--- src/rtl/irq_pkg.sv ---
// Package irq_pkg
// Shared constants for the interrupt status and mask unit: the register
// offsets on the bus, the number of sources, and the implemented-bit vector.
// Assumes byte offsets that fit in ADDR_W bits.
package irq_pkg;

    localparam int ADDR_W   = 8;
    localparam int DATA_W   = 32;
    localparam int NUM_SRC  = 10;
    localparam int RSVD_BIT = 8;

    localparam logic [ADDR_W-1:0] OFS_STATUS  = 8'h10;
    localparam logic [ADDR_W-1:0] OFS_MASK    = 8'h20;
    localparam logic [ADDR_W-1:0] OFS_ENABLE  = 8'h24;
    localparam logic [ADDR_W-1:0] OFS_DISABLE = 8'h28;

    // Build the implemented-bit vector: every bit except the reserved one.
    function automatic logic [NUM_SRC-1:0] impl_vec();
        logic [NUM_SRC-1:0] v;
        for (int i = 0; i < NUM_SRC; i++) begin
            v[i] = (i != RSVD_BIT);
        end
        return v;
    endfunction

    localparam logic [NUM_SRC-1:0] IMPL_BITS = impl_vec();

endpackage

--- src/rtl/irq_status_bank.sv ---
// Module irq_status_bank
// Holds one sticky status flag per implemented source. An event pulse sets
// its flag. A clearing write drops each flag written as 1. When both reach a
// flag in the same cycle, the set wins. Unimplemented positions are tied to 0.
// Assumes event pulses are synchronous to clk.
module irq_status_bank #(
    parameter int              N    = 10,
    parameter logic [N-1:0]    IMPL = '1
) (
    input  logic         clk,
    input  logic         rst_n,
    input  logic [N-1:0] evt,
    input  logic         clr_we,
    input  logic [N-1:0] clr_bits,
    output logic [N-1:0] status
);

    logic [N-1:0] unused_bits;

    for (genvar i = 0; i < N; i++) begin : g_bit
        if (IMPL[i]) begin : g_impl
            // Sticky flag: the set has priority over the clear.
            always_ff @(posedge clk) begin
                if (!rst_n) begin
                    status[i] <= 1'b0;
                end else if (evt[i]) begin
                    status[i] <= 1'b1;
                end else if (clr_we && clr_bits[i]) begin
                    status[i] <= 1'b0;
                end
            end
            assign unused_bits[i] = 1'b0;
        end else begin : g_rsvd
            assign status[i]      = 1'b0;
            assign unused_bits[i] = evt[i] ^ clr_bits[i];
        end
    end

endmodule

--- src/rtl/irq_mask_bank.sv ---
// Module irq_mask_bank
// Holds one mask flag per implemented source. A 1 in the flag blocks that
// source from the request line. The enable strobe clears the flags written
// as 1 and the disable strobe sets them. There is no direct write path.
// Assumes the two strobes never arrive together, since they come from
// distinct bus offsets.
module irq_mask_bank #(
    parameter int              N    = 10,
    parameter logic [N-1:0]    IMPL = '1
) (
    input  logic         clk,
    input  logic         rst_n,
    input  logic         en_we,
    input  logic         dis_we,
    input  logic [N-1:0] bits,
    output logic [N-1:0] mask
);

    logic [N-1:0] unused_bits;

    for (genvar i = 0; i < N; i++) begin : g_bit
        if (IMPL[i]) begin : g_impl
            // Mask flag: comes out of reset masked and changes only on a strobe.
            always_ff @(posedge clk) begin
                if (!rst_n) begin
                    mask[i] <= 1'b1;
                end else if (en_we && bits[i]) begin
                    mask[i] <= 1'b0;
                end else if (dis_we && bits[i]) begin
                    mask[i] <= 1'b1;
                end
            end
            assign unused_bits[i] = 1'b0;
        end else begin : g_rsvd
            assign mask[i]        = 1'b0;
            assign unused_bits[i] = bits[i];
        end
    end

endmodule

--- src/rtl/irq_bus_decode.sv ---
// Module irq_bus_decode
// Decodes the register bus. It produces the write strobes for the status
// clear and the mask enable and disable, and it steers the read data.
// Write-only and unmapped offsets read 0, and rdata is 0 without rd_en.
// Assumes reads are combinational and writes land on the next clock edge.
module irq_bus_decode
    import irq_pkg::*;
#(
    parameter int N = NUM_SRC
) (
    input  logic              wr_en,
    input  logic              rd_en,
    input  logic [ADDR_W-1:0] addr,
    input  logic [N-1:0]      status,
    input  logic [N-1:0]      mask,
    output logic              stat_we,
    output logic              en_we,
    output logic              dis_we,
    output logic [DATA_W-1:0] rdata
);

    // Write strobes, one per writable offset.
    always_comb begin
        stat_we = wr_en && (addr == OFS_STATUS);
        en_we   = wr_en && (addr == OFS_ENABLE);
        dis_we  = wr_en && (addr == OFS_DISABLE);
    end

    // Read mux: only status and mask return data.
    always_comb begin
        rdata = '0;
        if (rd_en) begin
            unique case (addr)
                OFS_STATUS: rdata[N-1:0] = status;
                OFS_MASK:   rdata[N-1:0] = mask;
                default:    rdata        = '0;
            endcase
        end
    end

endmodule

--- src/rtl/irq_req_gen.sv ---
// Module irq_req_gen
// Registers the interrupt request: the OR over all sources that are held
// in status and not masked. It assumes status and mask come straight from
// flops, so that the request lags them by exactly one cycle.
module irq_req_gen #(
    parameter int N = 10
) (
    input  logic         clk,
    input  logic         rst_n,
    input  logic [N-1:0] status,
    input  logic [N-1:0] mask,
    output logic         irq
);

    logic pending;

    // Combine the pending sources.
    always_comb begin
        pending = |(status & ~mask);
    end

    // Register the request line.
    always_ff @(posedge clk) begin
        if (!rst_n) begin
            irq <= 1'b0;
        end else begin
            irq <= pending;
        end
    end

endmodule

--- src/rtl/irq_status_unit.sv ---
// Module irq_status_unit
// Top of the interrupt aggregator. It latches event pulses into sticky
// status, keeps a set/clear mask, decodes the register bus and drives one
// registered request line. It assumes a single clock and a synchronous
// active-low reset.
module irq_status_unit
    import irq_pkg::*;
(
    input  logic              clk,
    input  logic              rst_n,
    input  logic [NUM_SRC-1:0] evt,
    input  logic              wr_en,
    input  logic              rd_en,
    input  logic [ADDR_W-1:0] addr,
    input  logic [DATA_W-1:0] wdata,
    output logic [DATA_W-1:0] rdata,
    output logic              irq
);

    logic [NUM_SRC-1:0] status_q;
    logic [NUM_SRC-1:0] mask_q;
    logic               stat_we;
    logic               en_we;
    logic               dis_we;
    logic [NUM_SRC-1:0] wbits;
    logic               unused_hi;

    assign wbits     = wdata[NUM_SRC-1:0];
    assign unused_hi = ^wdata[DATA_W-1:NUM_SRC];

    irq_bus_decode #(.N(NUM_SRC)) u_dec (
        .wr_en   (wr_en),
        .rd_en   (rd_en),
        .addr    (addr),
        .status  (status_q),
        .mask    (mask_q),
        .stat_we (stat_we),
        .en_we   (en_we),
        .dis_we  (dis_we),
        .rdata   (rdata)
    );

    irq_status_bank #(.N(NUM_SRC), .IMPL(IMPL_BITS)) u_stat (
        .clk      (clk),
        .rst_n    (rst_n),
        .evt      (evt),
        .clr_we   (stat_we),
        .clr_bits (wbits),
        .status   (status_q)
    );

    irq_mask_bank #(.N(NUM_SRC), .IMPL(IMPL_BITS)) u_mask (
        .clk    (clk),
        .rst_n  (rst_n),
        .en_we  (en_we),
        .dis_we (dis_we),
        .bits   (wbits),
        .mask   (mask_q)
    );

    irq_req_gen #(.N(NUM_SRC)) u_req (
        .clk    (clk),
        .rst_n  (rst_n),
        .status (status_q),
        .mask   (mask_q),
        .irq    (irq)
    );

endmodule

--- config.mk ---
export PLATFORM = sky130hd
export DESIGN_NAME = irq_status_unit
export DESIGN_NICKNAME = d
export VERILOG_FILES = /design/src/rtl/irq_pkg.sv /design/src/rtl/irq_status_bank.sv /design/src/rtl/irq_mask_bank.sv /design/src/rtl/irq_bus_decode.sv /design/src/rtl/irq_req_gen.sv /design/src/rtl/irq_status_unit.sv
export SDC_FILE = /design/constraint.sdc
export NUM_CORES = 1
export LEC_CHECK = 0
export BUFFER_PORTS_ARGS = -buffer_cell sky130_fd_sc_hd__buf_4
export CAP_MARGIN = 20
export CORE_MARGIN = 3
export CORE_UTILIZATION = 37
export DETAILED_ROUTE_END_ITERATION = 10
export PLACE_DENSITY = 0.77
export SLEW_MARGIN = 10
export SYNTH_ARGS = -nofsm -noshare
export SYNTH_HDL_FRONTEND = slang
export SYNTH_SLANG_ARGS = --single-unit
--- constraint.sdc ---
create_clock -name clk -period 1.5 [get_ports clk]
set_clock_uncertainty 0.2 [all_clocks]
set_input_delay 0.075 -clock clk [delete_from_list [all_inputs] [get_ports clk]]
set_output_delay 0.075 -clock clk [all_outputs]
set_load 0.01 [all_outputs]
Word level (Yosys, flattened, before mapping)
Cells that the tools add are included.
{ "word_totals": {"ff_bits": 19, "input_bits": 54, "out_inout_bits": 33, "elab_cells": 112} }
{ "op_classes": {"n_eq_ne": 4, "n_mux": 38, "bitwise_logic": 2, "n_reduce_logical": 49} }
{ "ops": {"columns": ["operator", "n"], "rows": [
  ["$mux W1", 36],
  ["$reduce_bool A2 Y1", 18],
  ["$logic_and A1 B1 Y1", 30],
  ["$eq A8 B6 Y1 const B", 3],
  ["$pmux W10 S2", 1],
  ["$and A10 B10 Y10", 1],
  ["$mux W10", 1],
  ["$not A10 Y10", 1],
  ["$reduce_or A10 Y1", 1],
  ["$eq A8 B5 Y1 const B", 1]
]} }

Depth between registers and ports, before layout
{ "depth": {"word_depth": 5, "depth_mapped": 4, "ltp_nobuf": 3} }

Cells and area by module
From an unflattened synthesis, not the netlist that was laid out.
{ "unflattened": {"hier_cells": 148, "area_unflattened_um2": 1202.4} }
{ "modules_own_cells": {"columns": ["mod", "instances", "cells_each", "area_per_inst_um2", "seq_area_each_um2"], "rows": [
  ["irq_bus_decode", 1, 54, 417.9, 0.0],
  ["irq_mask_bank", 1, 39, 349.1, 180.2],
  ["irq_status_bank", 1, 39, 331.6, 180.2],
  ["irq_req_gen", 1, 16, 103.8, 20.0]
]} }

Worst setup path before layout
No wires, ideal clock.
{ "synth_path": {"path_type": "input-to-reg", "startpoint": "in addr[3]", "endpoint": "reg u_stat.status[0]", "setup_time_ns": 0.141, "t_arrival_ns": 1.109, "setup_slack_ns": 0.051, "path_stages": 3, "n_path_buf": 0, "path_cell_list": "or4b_4 -> nor3b_4 -> a41oi_1"} }
{ "synth_via": {"elab_chain_cells": 4} }
{ "synth_rtl": {"columns": ["element", "line_no", "text"], "rows": [
  ["start: declaration", "irq_status_unit.sv:14", "input logic [ADDR_W-1:0] addr,"],
  ["$eq A8 B5 Y1", "irq_bus_decode.sv:24", "stat_we = wr_en && (addr == OFS_STATUS);"],
  ["$logic_and A1 B1 Y1", "irq_bus_decode.sv:24", null],
  ["$logic_and A1 B1 Y1", "irq_status_bank.sv:28", "end else if (clr_we && clr_bits[i]) begin"],
  ["$reduce_bool A2 Y1 (no source line)", null, null],
  ["end signal: indexed assignment", "irq_status_bank.sv:25", "status[i] <= 1'b0;"],
  ["end signal: indexed assignment", "irq_status_bank.sv:27", "status[i] <= 1'b1;"],
  ["end signal: indexed assignment", "irq_status_bank.sv:29", "status[i] <= 1'b0;"],
  ["end: declaration", "irq_status_bank.sv:15", "output logic [N-1:0] status"]
]} }
No other way between the ends.
A chain may end at the register's enable or synchronous reset.

Worst setup path after layout
{ "layout_path": {"startpoint": "in addr[4]", "endpoint": "out rdata[3]"} }
{ "layout_via": {"elab_chain_cells": 3, "word_cells_on_any_way": 4} }
{ "layout_rtl": {"columns": ["element", "line_no", "text"], "rows": [
  ["$eq A8 B6 Y1 or $eq A8 B5 Y1 (tied branches)", "irq_bus_decode.sv:33", "unique case (addr)"],
  ["$pmux W10 S2 *", "irq_bus_decode.sv:33", null],
  ["$mux W10 *", "irq_bus_decode.sv:32", "if (rd_en) begin"],
  ["end: declaration", "irq_status_unit.sv:16", "output logic [DATA_W-1:0] rdata,"]
]} }
Every way passes the cells marked *; elsewhere a longest branch is shown, timed or not.

==> impl_metrics.ini <==
[critical_path]
path_buf_inv = 4
cp_cell_sequence = buf_4 -> buf_4 -> nor4b_4 -> buf_12 -> a22oi_1 -> nor2_1 -> buf_4
rr_startpoint = u_mask.mask[4]
crit_arrival_ns = 1.16
slowest_stage = nor4b_4
start_kind = input pin
cp_num_cells = 7
crit_family = buffers and inverters
crit_end = rdata[3]
critPathMostFrequentCell = buf_4
rr_worst_depth = 3
rr_endpoint = u_req.irq
reg2reg_slack_ns = 0.30
crit_fanout = 15
path_class = in -> out
cp-startpoint = addr[4]
required_ns = 1.22
slowest_delay_ns = 0.32
end_kind = primary output

[sta]
hold_viol = 0
setup_violations = 0
period_share = 0.954
timing.final.crit_period_ns = 1.43
max_freq_mhz = 698
rsz0062_at_grt = false
drv_slew = 0
final.setup.worst_slack_ns = 0.0683
tns_ns = 0

[global_route]
grt_max_degree = 21
antenna_found_initial = 0
grt_overflow_total = 0
grt_pass1_vias = 1219
grt_pass1_wl_mm = 5.36
grt.total_usage = 0.166

[clock_network]
clkLatencyLatePin_ns = 0.30
htree_levels = 1
clock-sinks = 19
cts_buffer_depth = 2
cts_buffers = 3
clkTransAtPathRegs_ns = 0.12
cts_root_buffer = clkbuf_4
cts_tree = done

[synthesis]
netlist_instances = 143
synthAdderAreaFrac = 0
synth-simple-area-share = 0.244
synth_top_family_by_area = simple AND/OR/NAND/NOR gates
ys_warn_count = 0
yosysSeqAreaShare = 0.312
synth_area_sq_mm = 0.00122
synth_area_per_cell_sq_um = 8.51
ys_types = 28
muxShareOfSynthArea = 0
synthXorXnorAreaFrac = 0
ys_seq_elements = 19
synth_compound_area_frac = 0.239

[power_and_ir_drop]
ir_drop_v = 0.000425
p_leak_nw = 0.783
power.total_w = 0.00105
powerDensity_mw_per_mm2 = 577

[die]
num_rows = 20
num_io_pins = 87
die-area_sq_mm = 0.00401
start_util = 0.392
die_h_um = 63.4
die_x_um = 63.4
core_sq_mm = 0.00310

[detailed_routing]
wire_per_inst_um = 13.2
drt-vias-per-instance = 4.81
wl_mm = 3.39
num_vias = 1236
drc = 0
drt_iter0_drc = 57
drt_first_pass_iters = 4
postRouteAntennaNets = 0

[finish]
fill_cells = 292
drive_above_1_share = 0.300
diodes = 0
utilization = 0.585
fin_area_sq_mm = 0.00181
area_growth_pct = 49.0
nNetsFinal = 268

[placement]
postPlaceCellArea_sq_mm = 0.00156
gp_congestion = 0.725
dpl_worst_slack_ns = -0.128
io_buffer_count = 39
hpwl_mm = 2.34

[worst_hold_path]
holdPathStages = 5
hold_class = in -> reg

[status]
status = finished, final reports clean

[job]
maxCapViolCount = 0
==> state kept, by name, summed over array words and instances (netlist names) <==
| name | flops |
|---|---|
| u_mask.mask | 9 |
| u_req.irq | 1 |
| u_stat.status | 9 |
==> report_power, final <==
group	switching [W]	leakage (nW)	internal [W]	total, W
sequential	0.0000139	0.156	0.000522	0.000536
combinational	0.000114	0.609	0.000128	0.000242
clock	0.000168	0.0177	0.0000995	0.000268
total	0.000296	0.783	0.000750	0.00105
==> how the worst min path moves through the flow <==
stage               startpoint             end  slack [ns]
CTS                    addr[0]  u_mask.mask[6]        0.09
global placement      wdata[5]  u_mask.mask[5]        0.09
finish                 addr[6]  u_mask.mask[2]        0.07
detailed placement    wdata[5]  u_mask.mask[5]        0.09
global route           addr[6]  u_mask.mask[7]        0.08
floorplan             wdata[5]  u_mask.mask[5]       -0.02
==> logic make-up (layout without fill, tap and decap cells) <==
logic type,Yosys count,count (layout)
compound gates,40,40
other cells,1,23
simple gates,41,41
flops,19,19
buf+inv,42,90
==> through the flow <==
step                      hold WS [ns]  instances
final                           0.0714        257
after detailed placement        0.0913        231
after floorplan                -0.0247        165
after global routing            0.0847        257
after global placement          0.0892        231
after CTS                       0.0925        254
==> cell type report <==
cell class,count,area (sq um),area share
sequential,19,380,0.210
clock inverter,1,5.00,0.00276
tap,44,55.1,0.0303
multi-input combinational,104,688,0.379
clock buffer,3,22.5,0.0124
timing repair buffer,72,611,0.337
inverter,14,52.6,0.0290
==> timing repair <==
action	4_1_cts	5_1_grt
setup buffers	0	3
setup endpoints to repair	0	9
hold endpoints to repair	19	0
hold buffers	19	0
gates resized for setup	0	3
==> placed cells by master (no fill, tap or decap) <==
cell type,netlist,layout
nor4b_4,1,2
o2111ai_1,1,1
and2_0,1,1
buf_2,1,1
nor3_4,1,1
clkbuf_4,0,3
or4b_1,1,1
dfxtp_1,19,19
inv_1,14,14
conb_1,1,23
nand3b_1,1,1
a22oi_1,18,17
nor3_2,1,1
nor2_1,9,9
a22oi_2,0,1
o22ai_1,1,1
nand4_1,9,9
o31a_1,1,1
buf_12,0,2
clkinv_2,0,1
nor2b_1,9,9
o21ai_0,9,9
a41oi_1,9,9
o221ai_1,1,1
dlygate4sd3_1,0,19
nand2_1,1,1
buf_4,23,50
nand2b_1,4,4
nor3b_4,1,1
or4b_4,1,1
==> metal layers <==
layer | up-vias | wire length, um | global-route usage | part of all wire
li1 | 618 | - | - | -
met1 | 565 | 1400 | 0.205 | 0.41
met2 | 49 | 1740 | 0.291 | 0.51
met3 | 4 | 221 | 0.0392 | 0.065
met4 | 0 | 26 | 0.0323 | 0.0077
met5 | - | 0 | 0 | 0
==> worst min-delay path: stages <==
cell     delay [ns]
buf_4          0.12
nor4b_4        0.05
buf_12         0.14
nand4_1        0.08
a22oi_1        0.06
==> synth_stat cells <==
cell type	n	share of area
clkbuf_1	3	0.0092
nand2b_1	4	0.021
o2111ai_1	1	0.0072
nor2_1	9	0.028
buf_1	1	0.0031
nor3_2	1	0.0082
a41oi_1	9	0.065
or4b_4	1	0.011
nand2_1	1	0.0031
o21ai_0	9	0.037
buf_4	23	0.14
nor4b_2	1	0.012
buf_2	1	0.0041
dfxtp_1	19	0.31
nor4b_4	1	0.020
inv_1	14	0.043
and2_0	1	0.0051
o221ai_1	1	0.0072
a22oi_1	18	0.11
nor3b_4	1	0.015
conb_1	1	0.0031
nor2b_1	9	0.046
nor3_4	1	0.013
nand4_1	9	0.046
o31a_1	1	0.0072
or4b_1	1	0.0082
o22ai_1	1	0.0051
nand3b_1	1	0.0062
(Power assumes the default switching activity.)
